[config.mk]
export PLATFORM = sky130hd
export DESIGN_NAME = trap_value_sel
export DESIGN_NICKNAME = d
export VERILOG_FILES = /design/src/rtl/trap_value_sel.sv
export SDC_FILE = /design/constraint.sdc
export NUM_CORES = 1
export LEC_CHECK = 0
export BUFFER_PORTS_ARGS = -buffer_cell sky130_fd_sc_hd__buf_2
export CORE_ASPECT_RATIO = 2
export CORE_MARGIN = 5
export CORE_UTILIZATION = 30
export CTS_BUF_LIST = sky130_fd_sc_hd__clkbuf_4 sky130_fd_sc_hd__clkbuf_8
export CTS_CLUSTER_DIAMETER = 40
export CTS_CLUSTER_SIZE = 20
export DETAILED_ROUTE_END_ITERATION = 8
export GPL_ROUTABILITY_DRIVEN = 0
export MAX_ROUTING_LAYER = met4
export PLACE_DENSITY = 0.59
export SETUP_SLACK_MARGIN = 0.5
export SKIP_LAST_GASP = 1
export SLEW_MARGIN = 5
export SYNTH_ARGS = -nofsm -noshare
export SYNTH_HDL_FRONTEND = slang
export SYNTH_SLANG_ARGS = --single-unit
[constraint.sdc]
create_clock -name clk -period 6.4 [get_ports clk]
set_input_delay 1.28 -clock clk [delete_from_list [all_inputs] [get_ports clk]]
set_output_delay 1.28 -clock clk [all_outputs]
set_load 0.01 [all_outputs]
[src/rtl/trap_value_sel.sv]
module trap_value_sel #(
  parameter int XLEN = 64,
  parameter int VAW  = 39,
  parameter int CW   = 4
) (
  input  logic            clk,
  input  logic            rst_n,
  input  logic            tgt_valid,
  input  logic [XLEN-1:0] tgt_addr,
  output logic            tgt_bad,
  input  logic            trap_fire,
  input  logic            trap_intr,
  input  logic [CW-1:0]   trap_cause,
  input  logic [1:0]      trap_lvl,
  input  logic            is_amo,
  input  logic            trig_hit,
  input  logic [XLEN-1:0] pc,
  input  logic [XLEN-1:0] mem_addr,
  input  logic [31:0]     inst,
  input  logic            inst_rvc,
  output logic            out_we_m,
  output logic            out_we_s,
  output logic            out_we_vs,
  output logic [CW-1:0]   out_cause,
  output logic [XLEN-1:0] out_tval,
  output logic [XLEN-1:0] out_epc
);
  localparam logic [CW-1:0] C_NONE    = CW'(0);
  localparam logic [CW-1:0] C_BADTGT  = CW'(1);
  localparam logic [CW-1:0] C_ILL     = CW'(2);
  localparam logic [CW-1:0] C_LDMA    = CW'(3);
  localparam logic [CW-1:0] C_STMA    = CW'(4);
  localparam logic [CW-1:0] C_LDAF    = CW'(5);
  localparam logic [CW-1:0] C_STAF    = CW'(6);
  localparam logic [CW-1:0] C_FETCHAF = CW'(8);
  localparam logic [CW-1:0] C_BRK     = CW'(9);

  logic            held_vld;
  logic [XLEN-1:0] held_tgt;

  assign tgt_bad = tgt_valid && (|tgt_addr[XLEN-1:VAW]);

  always_ff @(posedge clk) begin
    if (!rst_n) begin
      held_vld <= 1'b0;
      held_tgt <= '0;
    end else if (trap_fire) begin
      held_vld <= 1'b0;
    end else if (tgt_bad && !held_vld) begin
      held_vld <= 1'b1;
      held_tgt <= tgt_addr;
    end
  end

  logic            misal;
  logic            brk;
  logic [CW-1:0]   nx_cause;
  logic [XLEN-1:0] nx_tval;
  logic [XLEN-1:0] nx_epc;
  logic [XLEN-1:0] bad_pc;

  assign misal    = (trap_cause == C_LDMA) || (trap_cause == C_STMA);
  assign brk      = !trap_intr && trig_hit && ((trap_cause == C_NONE) || (is_amo && misal));
  assign nx_cause = brk ? C_BRK : trap_cause;
  assign bad_pc   = held_vld ? held_tgt : pc;

  always_comb begin
    nx_tval = '0;
    nx_epc  = pc;
    if (trap_intr) begin
      nx_tval = '0;
    end else if (brk) begin
      nx_tval = mem_addr;
    end else begin
      case (trap_cause)
        C_BADTGT: begin
          nx_tval = bad_pc;
          nx_epc  = bad_pc;
        end
        C_ILL:    nx_tval = inst_rvc ? XLEN'(inst[15:0]) : XLEN'(inst);
        C_LDMA, C_STMA, C_LDAF, C_STAF: nx_tval = mem_addr;
        C_FETCHAF: nx_tval = pc;
        default:  nx_tval = '0;
      endcase
    end
  end

  always_ff @(posedge clk) begin
    if (!rst_n) begin
      out_we_m  <= 1'b0;
      out_we_s  <= 1'b0;
      out_we_vs <= 1'b0;
      out_cause <= '0;
      out_tval  <= '0;
      out_epc   <= '0;
    end else begin
      out_we_s  <= trap_fire && (trap_lvl == 2'd1);
      out_we_vs <= trap_fire && (trap_lvl == 2'd2);
      out_we_m  <= trap_fire && ((trap_lvl == 2'd0) || (trap_lvl == 2'd3));
      if (trap_fire) begin
        out_cause <= nx_cause;
        out_tval  <= nx_tval;
        out_epc   <= nx_epc;
      end
    end
  end
endmodule


Word level (Yosys, flattened, before mapping)
Index checks and enable logic that the tools add are counted.
- register bits: 200
- bits in latches: 0
- bits in writable memories: 0
- memory bits (read-only): 0
- input bits: 238
- output and inout port bits: 136
- logic and storage cells: 48
- memories: 0
- add/sub/neg operators: 0
- multipliers: 0
- div/mod/pow operators: 0
- $lt $le $gt $ge: 0
- equality and inequality tests: 10
- shift operators: 0
- mux-type cells: 9
- bitwise operators: 2
- reduce and logical (&&, ||, !) cells: 19
- operator list (cell ; number):
    two-way mux 64 bit ; 6
    case mux 64 bit (4 select lines) ; 1
    two-way mux 32 bit ; 1
    OR reduction 25 bit ; 1
    == test 4 x 3 -> 1 bit, second input constant ; 3
    == test 4 x 2 -> 1 bit, second input constant ; 2
    logical AND 1 bit ; 8
    == test 2 bit, second input constant ; 2
    == test 4 x 1 -> 1 bit, second input constant ; 1
    == test 4 bit, second input constant ; 1
    logical NOT 4 bit ; 1
    two-way mux 4 bit ; 1
    OR reduction 4 bit ; 1
    logical OR 1 bit ; 3
    == test 2 x 1 -> 1 bit, second input constant ; 1
    logical NOT 1 bit ; 2
    logical NOT 2 bit ; 1
    NOT 1 bit ; 2
    AND reduction 2 bit ; 1
    OR reduction 2 bit ; 1

Depth between registers and ports, before layout
Gate-level depths: netlist of run 1.
- depth in word-level cells: 7
- depth in mapped cells: 9
- gate-level depth less buffers: 5

Least setup slack after synthesis of run 1
No wires, ideal clock.
- kind: input-to-output
- from: input port tgt_addr[39]
- to: output port tgt_bad
- data arrival time: 1.895 ns
- required time: 5.120 ns
- slack: 3.225 ns
- cell stages on the path: 3
- path buffers: 0
- cell sequence: nor4_1 -> nand4_1 -> o21a_1
- longest elaborated chain between the ends: 2
- RTL lines (item ; line ; source):
    start, declared ; 9 ; input logic [XLEN-1:0] tgt_addr,
    OR reduction 25 bit ; 41 ; assign tgt_bad = tgt_valid && (|tgt_addr[XLEN-1:VAW]);
    logical AND 1 bit ; 41 ;
    end, declared ; 10 ; output logic tgt_bad,
No other way between the ends.

Worst setup path after layout of run 1
- from: input port tgt_addr[43]
- to: output port tgt_bad
The elaborated chain is that of the path after synthesis.

==> results of run 1 <==
-- metal layers --
layer | routed length [um] | global-route usage | vias to the layer above
met5 | 0 | - | -
met4 | 1230 | 0.0836 | 0
met3 | 1730 | 0.0357 | 63
met2 | 18900 | 0.363 | 348
met1 | 13100 | 0.221 | 4197
li1 | - | - | 4268
-- synthesized netlist by cell type, types with 5 or more instances --
library cell and n:
nor4_1 5, a221o_1 64, nand2_1 82, o21ai_0 115, dfxtp_1 200, a21oi_1 66
buf_4 7, mux2_2 32, buf_2 22, clkbuf_1 65, nor2b_1 20, a22oi_1 48
a22o_1 16, mux2i_1 64, nor2_1 52, a222oi_1 16, nand3_1 67
-- cell families (layout without fill, tap and decap cells) --
group | count (synthesis) | in the layout | share of synthesized area
compound gates | 336 | 336 | 0.255
simple gates | 247 | 247 | 0.130
flops | 200 | 200 | 0.446
buf+inv | 104 | 418 | 0.0520
mux | 97 | 97 | 0.114
fa+ha+maj | 2 | 2 | 0.00279
other cells | 0 | 4 | 0
-- sequential cells by signal, summed over array words and instances, names as in the netlist --
signal     cells
out_cause      4
out_we_vs      1
out_epc       64
out_we_m       1
out_tval      64
held_tgt      64
held_vld       1
out_we_s       1
-- cell usage in the layout (no fill, tap or decap), types with 2 or more instances in the layout --
| cell | n |
|---|---|
| a21boi_0 | 2 |
| a21oi_1 | 66 |
| a221o_1 | 64 |
| a222oi_1 | 16 |
| a22o_1 | 16 |
| a22oi_1 | 48 |
| a31oi_1 | 2 |
| and3_1 | 3 |
| buf_2 | 371 |
| buf_4 | 10 |
| bufinv_16 | 3 |
| clkbuf_8 | 17 |
| clkinv_2 | 3 |
| clkinv_4 | 2 |
| clkinvlp_4 | 2 |
| dfxtp_1 | 200 |
| diode_2 | 4 |
| ha_1 | 2 |
| inv_1 | 4 |
| inv_8 | 4 |
| mux2_2 | 32 |
| mux2i_1 | 64 |
| nand2_1 | 82 |
| nand2b_1 | 4 |
| nand3_1 | 67 |
| nor2_1 | 51 |
| nor2b_1 | 18 |
| nor4_1 | 5 |
| nor4b_4 | 2 |
| o211ai_1 | 2 |
| o21a_1 | 2 |
| o21ai_0 | 115 |
-- layout make-up --
cell class	instances	area (um2)
diodes	4	10.0
flip-flops and latches	200	4000
repair buffers	382	1940
well taps	364	455
clock inverters	15	191
inverters	4	15.0
fillers	3061	18100
multi-input cells	682	4540
clock buffers	17	234
-- power by group through the flow --
stage / clock network [W] / logic, W / registers, W
2_1_floorplan: 0 / 0.000172 / 0.00138
3_3_place_gp: 0 / 0.000365 / 0.00137
3_5_place_dp: 0 / 0.000370 / 0.00137
4_1_cts: 0.000929 / 0.000371 / 0.00134
5_1_grt: 0.000979 / 0.000403 / 0.00135
6_report: 0.000901 / 0.000368 / 0.00134
-- critical path, stage by stage --
cell     delay, ps
buf_2          120
nor4_1         530
nand4_1        240
o21a_1         240
buf_2          150
-- path summary, 6_finish.rpt --
path / from / endpoint / slack (ps) / cells past startpoint
setup / recovery: tgt_addr[43] / tgt_bad / 2560 / 5
hold / removal: held_tgt[9] / held_tgt[9] / 470 / 2
hold reg to reg: held_tgt[9] / held_tgt[9] / 470 / 2
setup reg to reg: held_vld / out_tval[20] / 3650 / 6
-- through the flow --
step           area [um2]   util  instances  total power (W)
3_5_place_dp        11000  0.371       1632          0.00174
5_1_grt             11400  0.386       1667          0.00273
6_report            11400  0.386       1668          0.00261
2_1_floorplan        8980      -        986          0.00155
4_1_cts             11400  0.386       1664          0.00264
3_3_place_gp        11000  0.371       1632          0.00173
==> metrics.md, run 1 <==
| Metric | Value |
|---|---|
| Worst slack at placement | 2210 ps |
| Clock Latency Late Sink | around 500 ps |
| Final hold violations | 0 |
| Synth Register Bits | 200 |
| Reg clk slew, reported paths | 110 ps |
| Post-CTS Resized | 0 |
| Register area share after synthesis | 0.446 |
| Post-Syn Nets | 1226 |
| Initial Util | 0.304 |
| Global-route wire length before repair | 51800 um |
| FP Rows | 89 |
| Syn Area/Cell | 9.10 um2 |
| Final Max Slew Viols | 0 |
| Synth Flop Type | dfxtp_1 |
| Post-DRT Antenna Nets | 0 |
| CTS tree | done |
| Post-synth EDFFs | 0 |
| Tcrit/Tclk final | 0.599 |
| Clk network pwr share | 0.346 |
| Die H | 255 um |
| Final Critical Period | 3840 ps |
| PwrDens | 229 mW/mm2 |
| Hold-fix buffers at CTS | 0 |
| I/O pin cnt | 374 |
| Leakage | 5.25 nW |
| Pint | 0.00186 W |
| Synthesized cell area | 0.00898 mm2 |
| NetSw | around 0.00075 W |
| H-tree levels | 4 |
| Startpoint type of the worst setup path | primary input |
| Top cell type's share of synthesized area | 0.446 |
| CP Data Arrival Time | about 2600 ps |
| Fmax | 261 MHz |
| Crit path kind | primary input to primary output |
| Seq pwr share | 0.513 |
| Crit path required time | 5120 ps |
| Endpoint class of the critical path | primary output |
| Sw frac | 0.288 |
| Post-CTS setup buffer count | 0 |
| Clock buffer depth | 2 |
| Post-layout nets | 1527 |
| Final setup TNS | 0 ps |
| Max_slew headroom | 0.138 |
| Total vias in the final route | 8876 |
| Ys Warns | 0 |
| Buffers on Ports | 373 |
| Synth area leaders | dfxtp_1, a221o_1, mux2i_1 |
| Hold Slack | 474 ps |
| Drt drc | 0 |
| Core region area | 0.0295 mm2 |
| Layout Skew | 15.5 ps |
| Total CTS buffers | 17 |
| Area leader, netlist | dfxtp_1 |
| Worst slew pin tran | 1290 ps |
| All-layer global routing usage | 0.203 |
| DRT Wirelength | 35000 um |
| MaxCap Viol Count | 0 |
| Clk root buf | clkbuf_8 |
| Vias in the first global route | ~8.7k |
| Vias per cell | 5.32 |
| Status | finished clean |
| Layout cells sized above 1 | 0.352 |
| Gate power share | 0.141 |
| Post-synthesis cell type count | 44 |
| Die width | 132 um |
| Final WS setup | ~2600 ps |
| Detailed placement HPWL | 25100 um |
| RSZ-0062 raised after global routing | false |
| Synth-to-Final Area Change | 27.0% |
| Hold WC Path Type | register to register |
| First-pass iteration count of the detailed router | 7 |
| Critical Path Fanout Max | 2 |
| Antenna violations before repair | 3 |
| Clock sink total | 200 |
| Largest net degree at the start of global routing | around 130 |
| Initial drt markers | ~550 |
| Worst VDD drop | 0.000119 V |
| Synth async-reset ratio | 0 |
| Die area | 0.0337 mm2 |
| Cells after Synth | 986 |
| Routed WL per cell | 21.0 um |
| GRT Residual Overflow | 0 |
| Setup Viol. Count Final | 0 |
Power figures use the tool's default switching activity.
==> run 2, diff against run 1 <==
==> constraint.sdc (replaced) <==
create_clock -name clk -period 3.85 [get_ports clk]
set_input_delay 0.77 -clock clk [delete_from_list [all_inputs] [get_ports clk]]
set_output_delay 0.77 -clock clk [all_outputs]
set_load 0.01 [all_outputs]
==> run 2 against run 1 <==
Effect of this change:
- count of clock-buffer cells in the layout rose by 5
- combinational power increased by 68%
- clock power up 43%
- final area grew 0.89%
- total power grew 58%
- clock skew shrank 1.9 ps
- setup slack got worse by 1500 ps
- critical path type unchanged
- largest power group unchanged
- highest routed layer unchanged
==> metrics.md, run 2 (synthesis gave the netlist of run 1 again) <==
| Metric | Value |
|---|---|
| Worst VDD drop | 0.000187 V (was 0.000119 V) |
| Clk root buf | clkbuf_8 (unchanged) |
| Pwr Total | 0.00413 W (was 0.00261 W) |
| Drt drc | 0 (unchanged) |
| NetSw | 0.00119 W (was 0.000752 W) |
| Crit path kind | primary input to primary output (unchanged) |
| Status | finished clean (unchanged) |
| Pint | 0.00294 W (was 0.00186 W) |
| Clock sink total | 200 (unchanged) |
| Post-layout nets | 1543 (was 1527) |
| PwrDens | 359 mW/mm2 (was 229 mW/mm2) |
| Buffers on Ports | 373 (unchanged) |
| Clock buffer depth | 2 (unchanged) |
| DP Cell Count | 1648 (was 1632) |
| Endpoint class of the critical path | primary output (unchanged) |
| Final Max Slew Viols | 0 (unchanged) |
| Routed WL per cell | 20.7 um (was 21.0 um) |
| Max_slew headroom | 0.316 (was 0.138) |
| Critical Path Fanout Max | 2 (unchanged) |
| Vias per cell | 5.26 (was 5.32) |
| FF+latch area | 0.00400 mm2 (unchanged) |
| Die width | 132 um (unchanged) |
| Synth-to-Final Area Change | 28.1% (was 27.0%) |
| Layout Skew | 13.7 ps (was 15.5 ps) |
| Area of the multi-input gates | 0.00454 mm2 (about the same) |
| Reg clk slew, reported paths | 110 ps (about the same) |
| Slowest-stage cell, CP | nor4_1 (unchanged) |
| Hold WC Path Type | register to register (unchanged) |
| Tcrit/Tclk final | 0.727 |
| Post-DRT Antenna Nets | 0 (unchanged) |
| Post-CTS setup buffer count | 0 (unchanged) |
| Fmax | 357 MHz |
| Final hold violations | 0 (unchanged) |
| Layout cells sized above 1 | 0.359 (was 0.352) |
| Commonest non-fill, non-tap cell in the layout | buf_2 (unchanged) |
| Largest net degree at the start of global routing | 105 (was 129) |
| GRT Residual Overflow | 0 (unchanged) |
| Cells along the critical path | buf_2 > nor4_1 > buf_4 > nand4_1 > o21a_1 > buf_2 (was buf_2 > nor4_1 > nand4_1 > o21a_1 > buf_2) |
| Leakage | 5.32 nW (was 5.25 nW) |
| Cell Count, Final, Fillers Out | 1690 (was 1668) |
| Core region area | 0.0295 mm2 (unchanged) |
| Worst slew pin tran | 1030 ps (was 1290 ps) |
| Seq pwr share | 0.539 (was 0.513) |
| RSZ-0062 raised after global routing | false (unchanged) |
| Clk network pwr share | 0.311 (was 0.346) |
| Post-CTS Resized | 0 (unchanged) |
| Final setup TNS | 0 ps (unchanged) |
| Gate power share | 0.150 (was 0.141) |
| Fill cells | 3100 (was 3061) |
| Total CTS buffers | 17 (unchanged) |
| DRT Wirelength | 35000 um (about the same) |
| Total vias in the final route | 8892 (was 8876) |
| Sw frac | 0.288 (about the same) |
| CTS tree | done (unchanged) |
| Setup Viol. Count Final | 0 (unchanged) |
| Global-route wire length before repair | 51700 um (was 51800 um) |
| Initial Util | 0.304 (unchanged) |
| Hold-fix buffers at CTS | 0 (unchanged) |
| Most frequent cells in the layout | buf_2, dfxtp_1, o21ai_0, nand2_1, nand3_1 (unchanged) |
| Antenna violations before repair | 10 (was 3) |
| H-tree levels | 4 (unchanged) |
| Detailed placement HPWL | 26300 um (was 25100 um) |
| Biggest regs | held_tgt x64, out_epc x64, out_tval x64 (unchanged) |
| I/O pin cnt | 374 (unchanged) |
| Crit path required time | 3080 ps (was 5120 ps) |
| Hold Slack | 476 ps (was 474 ps) |
| Delay of the slowest cell on the worst path | 390 ps (was 530 ps) |
| Final instance area | 0.0115 mm2 (was 0.0114 mm2) |
| Crit path top cell by count | buf_2 (unchanged) |
| Startpoint type of the worst setup path | primary input (unchanged) |
| Final Critical Period | 2800 ps |
| FP Rows | 89 (unchanged) |
| First-pass iteration count of the detailed router | 7 (unchanged) |
| Initial drt markers | 567 (was 548) |
| Vias in the first global route | 8888 (was 8706) |
| MaxCap Viol Count | 0 (unchanged) |
| Area after DPL | 0.0111 mm2 (was 0.0110 mm2) |
| CP Data Arrival Time | 2030 ps (was 2560 ps) |
| Die area | 0.0337 mm2 (unchanged) |
| All-layer global routing usage | 0.203 (about the same) |
| Die H | 255 um (unchanged) |
| Clock Latency Late Sink | 500 ps (about the same) |
run 2: area by class of cell:
class | count | area share
Sequential cell | 200 | 0.348
Tap cell | 364 | 0.0396
Inverter | 4 | 0.00131
Timing Repair Buffer | 398 | 0.183
Antenna cell | 10 | 0.00218
Multi-Input combinational cell | 682 | 0.395
Clock inverter | 10 | 0.00631
Clock buffer | 22 | 0.0247
run 2: through the flow:
stage | setup slack [ps] | utilization
after floorplan | 1410 | -
after global placement | 988 | 0.377
after global routing | 946 | 0.390
after detailed placement | 950 | 0.377
final | 1050 | 0.390
after CTS | 1010 | 0.389
run 2: final timing paths:
kind	start	to	slack, ps	cells past startpoint
setup / recovery	tgt_addr[43]	tgt_bad	1050	6
hold / removal	held_tgt[10]	held_tgt[10]	480	2
setup reg to reg	held_vld	out_tval[19]	1600	7
hold reg to reg	held_tgt[10]	held_tgt[10]	480	2
run 2: per-layer routing:
layer | part of all wire | global-route usage | vias up
li1 | - | - | 4315
met1 | 0.37 | 0.215 | 4147
met2 | 0.54 | 0.360 | 365
met3 | 0.053 | 0.0399 | 65
met4 | 0.034 | 0.0949 | 0
met5 | 0 | - | -
run 2: power groups by stage:
stage | Combinational [W] | Clock (W) | Sequential (W)
finish | 0.000619 | 0.00129 | 0.00222
global route | 0.000680 | 0.00142 | 0.00223
CTS | 0.000625 | 0.00134 | 0.00222
detailed placement | 0.000624 | 0 | 0.00227
global placement | 0.000616 | 0 | 0.00227
floorplan | 0.000286 | 0 | 0.00229
run 2: critical path, delay by kind of cell:
family / cells / cell delay (ps)
buffers and inverters: 3 / 450
and+or+nand+nor: 2 / 540
AOI/OAI and AO/OA: 1 / 260
==> run 3, diff against run 2 <==
==> constraint.sdc (replaced) <==
create_clock -name clk -period 2.8 [get_ports clk]
set_input_delay 0.56 -clock clk [delete_from_list [all_inputs] [get_ports clk]]
set_output_delay 0.56 -clock clk [all_outputs]
set_load 0.01 [all_outputs]
==> run 3 against run 2 <==
Effect of this change:
- count of clock-buffer cells in the layout is 3 lower
- setup slack worse by 500 ps
- first-iteration DRC count is 15% higher
- final cell count is 0.65% higher
- routed wire length is 0.69% lower
- total power is 44% higher
- final area is 2.0% higher
- critical path depth stayed put
- die area stayed put
- clock skew is 0.79 ps higher
- critical endpoint unchanged
- highest routed layer unchanged
==> metrics.md, run 3 (synthesis gave the netlist of run 1 again) <==
| Metric | Value |
|---|---|
| H-tree levels | 4 (unchanged) |
| MaxCap Viol Count | 0 (unchanged) |
| Layout Skew | 14.4 ps (was 13.7 ps) |
| Worst slew pin tran | 1040 ps (was 1030 ps) |
| Antenna violations before repair | 11 (was 10) |
| Fmax | 445 MHz |
| Commonest non-fill, non-tap cell in the layout | buf_2 (unchanged) |
| Pint | 0.00429 W (was 0.00294 W) |
| Tcrit/Tclk final | 0.803 |
| Final hold violations | 0 (unchanged) |
| Vias in the first global route | 9096 (was 8888) |
| Hold WC Path Type | primary input to register (was register to register) |
| Worst slack at placement | 91.5 ps (was 950 ps) |
| Buffers on Ports | 373 (unchanged) |
| Routed WL per cell | 20.5 um (was 20.7 um) |
| Drt drc | 0 (unchanged) |
| Status | finished clean (unchanged) |
| Global-route wire length before repair | 51900 um (was 51700 um) |
| Crit path kind | primary input to primary output (unchanged) |
| CTS tree | done (unchanged) |
| Initial drt markers | 652 (was 567) |
| RSZ-0062 raised after global routing | false (unchanged) |
| I/O pin cnt | 374 (unchanged) |
| Seq pwr share | 0.513 (was 0.539) |
| Die area | 0.0337 mm2 (unchanged) |
| Initial Util | 0.304 (unchanged) |
| Pwr Total | 0.00595 W (was 0.00413 W) |
| Final WS setup | 551 ps (was 1050 ps) |
| Most frequent cells in the layout | buf_2, dfxtp_1, o21ai_0, nand2_1, nand3_1 (unchanged) |
| Post-layout nets | 1553 (was 1543) |
| Final Critical Period | between 2000 and 2500 ps |
| Die H | 255 um (unchanged) |
| Critical Path Fanout Max | 2 (unchanged) |
| Synth-to-Final Area Change | 30.7% (was 28.1%) |
| Core region area | 0.0295 mm2 (unchanged) |
| Total vias in the final route | 9063 (was 8892) |
| Final Max Slew Viols | 0 (unchanged) |
| All-layer global routing usage | 0.201 (was 0.203) |
| Crit path required time | 2240 ps (was 3080 ps) |
| Area after DPL | 0.0112 mm2 (was 0.0111 mm2) |
| Sw frac | 0.278 (was 0.288) |
| Post-DRT Antenna Nets | 0 (unchanged) |
| Final setup TNS | 0 ps (unchanged) |
| Post-CTS setup buffer count | 0 (unchanged) |
| Worst VDD drop | 0.000309 V (was 0.000187 V) |
| CP Data Arrival Time | 1690 ps (was 2030 ps) |
| PwrDens | 507 mW/mm2 (was 359 mW/mm2) |
| Critical R2R Launch | held_vld (unchanged) |
| Worst Setup SP | tgt_addr[46] (was tgt_addr[43]) |
| Reg clk slew, reported paths | 110 ps (about the same) |
| GRT Residual Overflow | 0 (unchanged) |
| Leakage | 5.43 nW (was 5.32 nW) |
| Max_slew headroom | 0.306 (was 0.316) |
| Total CTS buffers | 17 (unchanged) |
| Gate power share | 0.147 (was 0.150) |
| Largest net degree at the start of global routing | 200 (was 105) |
| DRT Wirelength | 34800 um (was 35000 um) |
| Clk network pwr share | 0.340 (was 0.311) |
| FP Rows | 89 (unchanged) |
| Final instance area | 0.0117 mm2 (was 0.0115 mm2) |
| Vias per cell | 5.33 (was 5.26) |
| First-pass iteration count of the detailed router | 8 (was 7) |
| Die width | 132 um (unchanged) |
| Startpoint type of the worst setup path | primary input (unchanged) |
| Clk root buf | clkbuf_8 (unchanged) |
| Clock sink total | 200 (unchanged) |
| Clock Latency Late Sink | 500 ps (about the same) |
| Detailed placement HPWL | 25800 um (was 26300 um) |
| Clock buffer depth | 2 (unchanged) |
| Endpoint class of the critical path | primary output (unchanged) |
| Setup Viol. Count Final | 0 (unchanged) |
| Biggest regs | held_tgt x64, out_epc x64, out_tval x64 (unchanged) |
| Hold Slack | 278 ps (was 476 ps) |
| Layout cells sized above 1 | 0.366 (was 0.359) |
| Hold_sp | mem_addr[21] (was held_tgt[10]) |
| NetSw | 0.00166 W (was 0.00119 W) |
run 3: cell type report:
class,instances,area [um2]
antenna,11,27.5
clock buffer,19,255
clock inverter,13,169
fill,3048,17800
inverter,4,15.0
multi-input combinational,682,4560
sequential,200,4000
tap,364,455
timing repair buffer,408,2240
run 3: metrics by stage:
stage / utilization / std cells
after floorplan: - / 986
after global placement: 0.381 / 1658
after detailed placement: 0.381 / 1658
after CTS: 0.396 / 1690
after global routing: 0.398 / 1701
final: 0.398 / 1701
run 3: layer usage:
layer / share of wire / GRT usage / routed length [um] / vias to the layer above
met5: 0 / - / 0 / -
met4: 0.042 / 0.0967 / 1450 / 0
met3: 0.058 / 0.0418 / 2010 / 86
met2: 0.53 / 0.357 / 18500 / 377
met1: 0.37 / 0.212 / 12800 / 4256
li1: - / - / - / 4344
run 3: worst max-delay path, cell delays in order:
cell and delay (ps):
buf_6 100, nor4_4 320, buf_4 160, nand4_1 170
o21a_1 250, buf_6 130
run 3: power by group through the flow:
stage               combinational [W]  sequential (W)  clock (W)
floorplan                    0.000394         0.00315          0
global placement             0.000861         0.00311          0
detailed placement           0.000872         0.00312          0
CTS                          0.000878         0.00305    0.00210
global route                 0.000956         0.00307    0.00221
finish                       0.000872         0.00305    0.00202
run 3: what timing repair did:
| item | CTS | global route |
|---|---|---|
| gates resized for setup | 2 | 6 |
| cloned | 0 | 0 |
| hold buffers | 0 | 0 |
| endpoints found under the setup margin | 1 | 1 |
| pin swaps | 0 | 2 |
run 3: path summary, 6_finish.rpt:
| path | end | slack, ps | cells after the start |
|---|---|---|---|
| max | tgt_bad | 550 | 6 |
| min | out_tval[21] | 280 | 2 |
| max reg2reg | out_tval[20] | 840 | 6 |
| min reg2reg | held_tgt[10] | 480 | 2 |
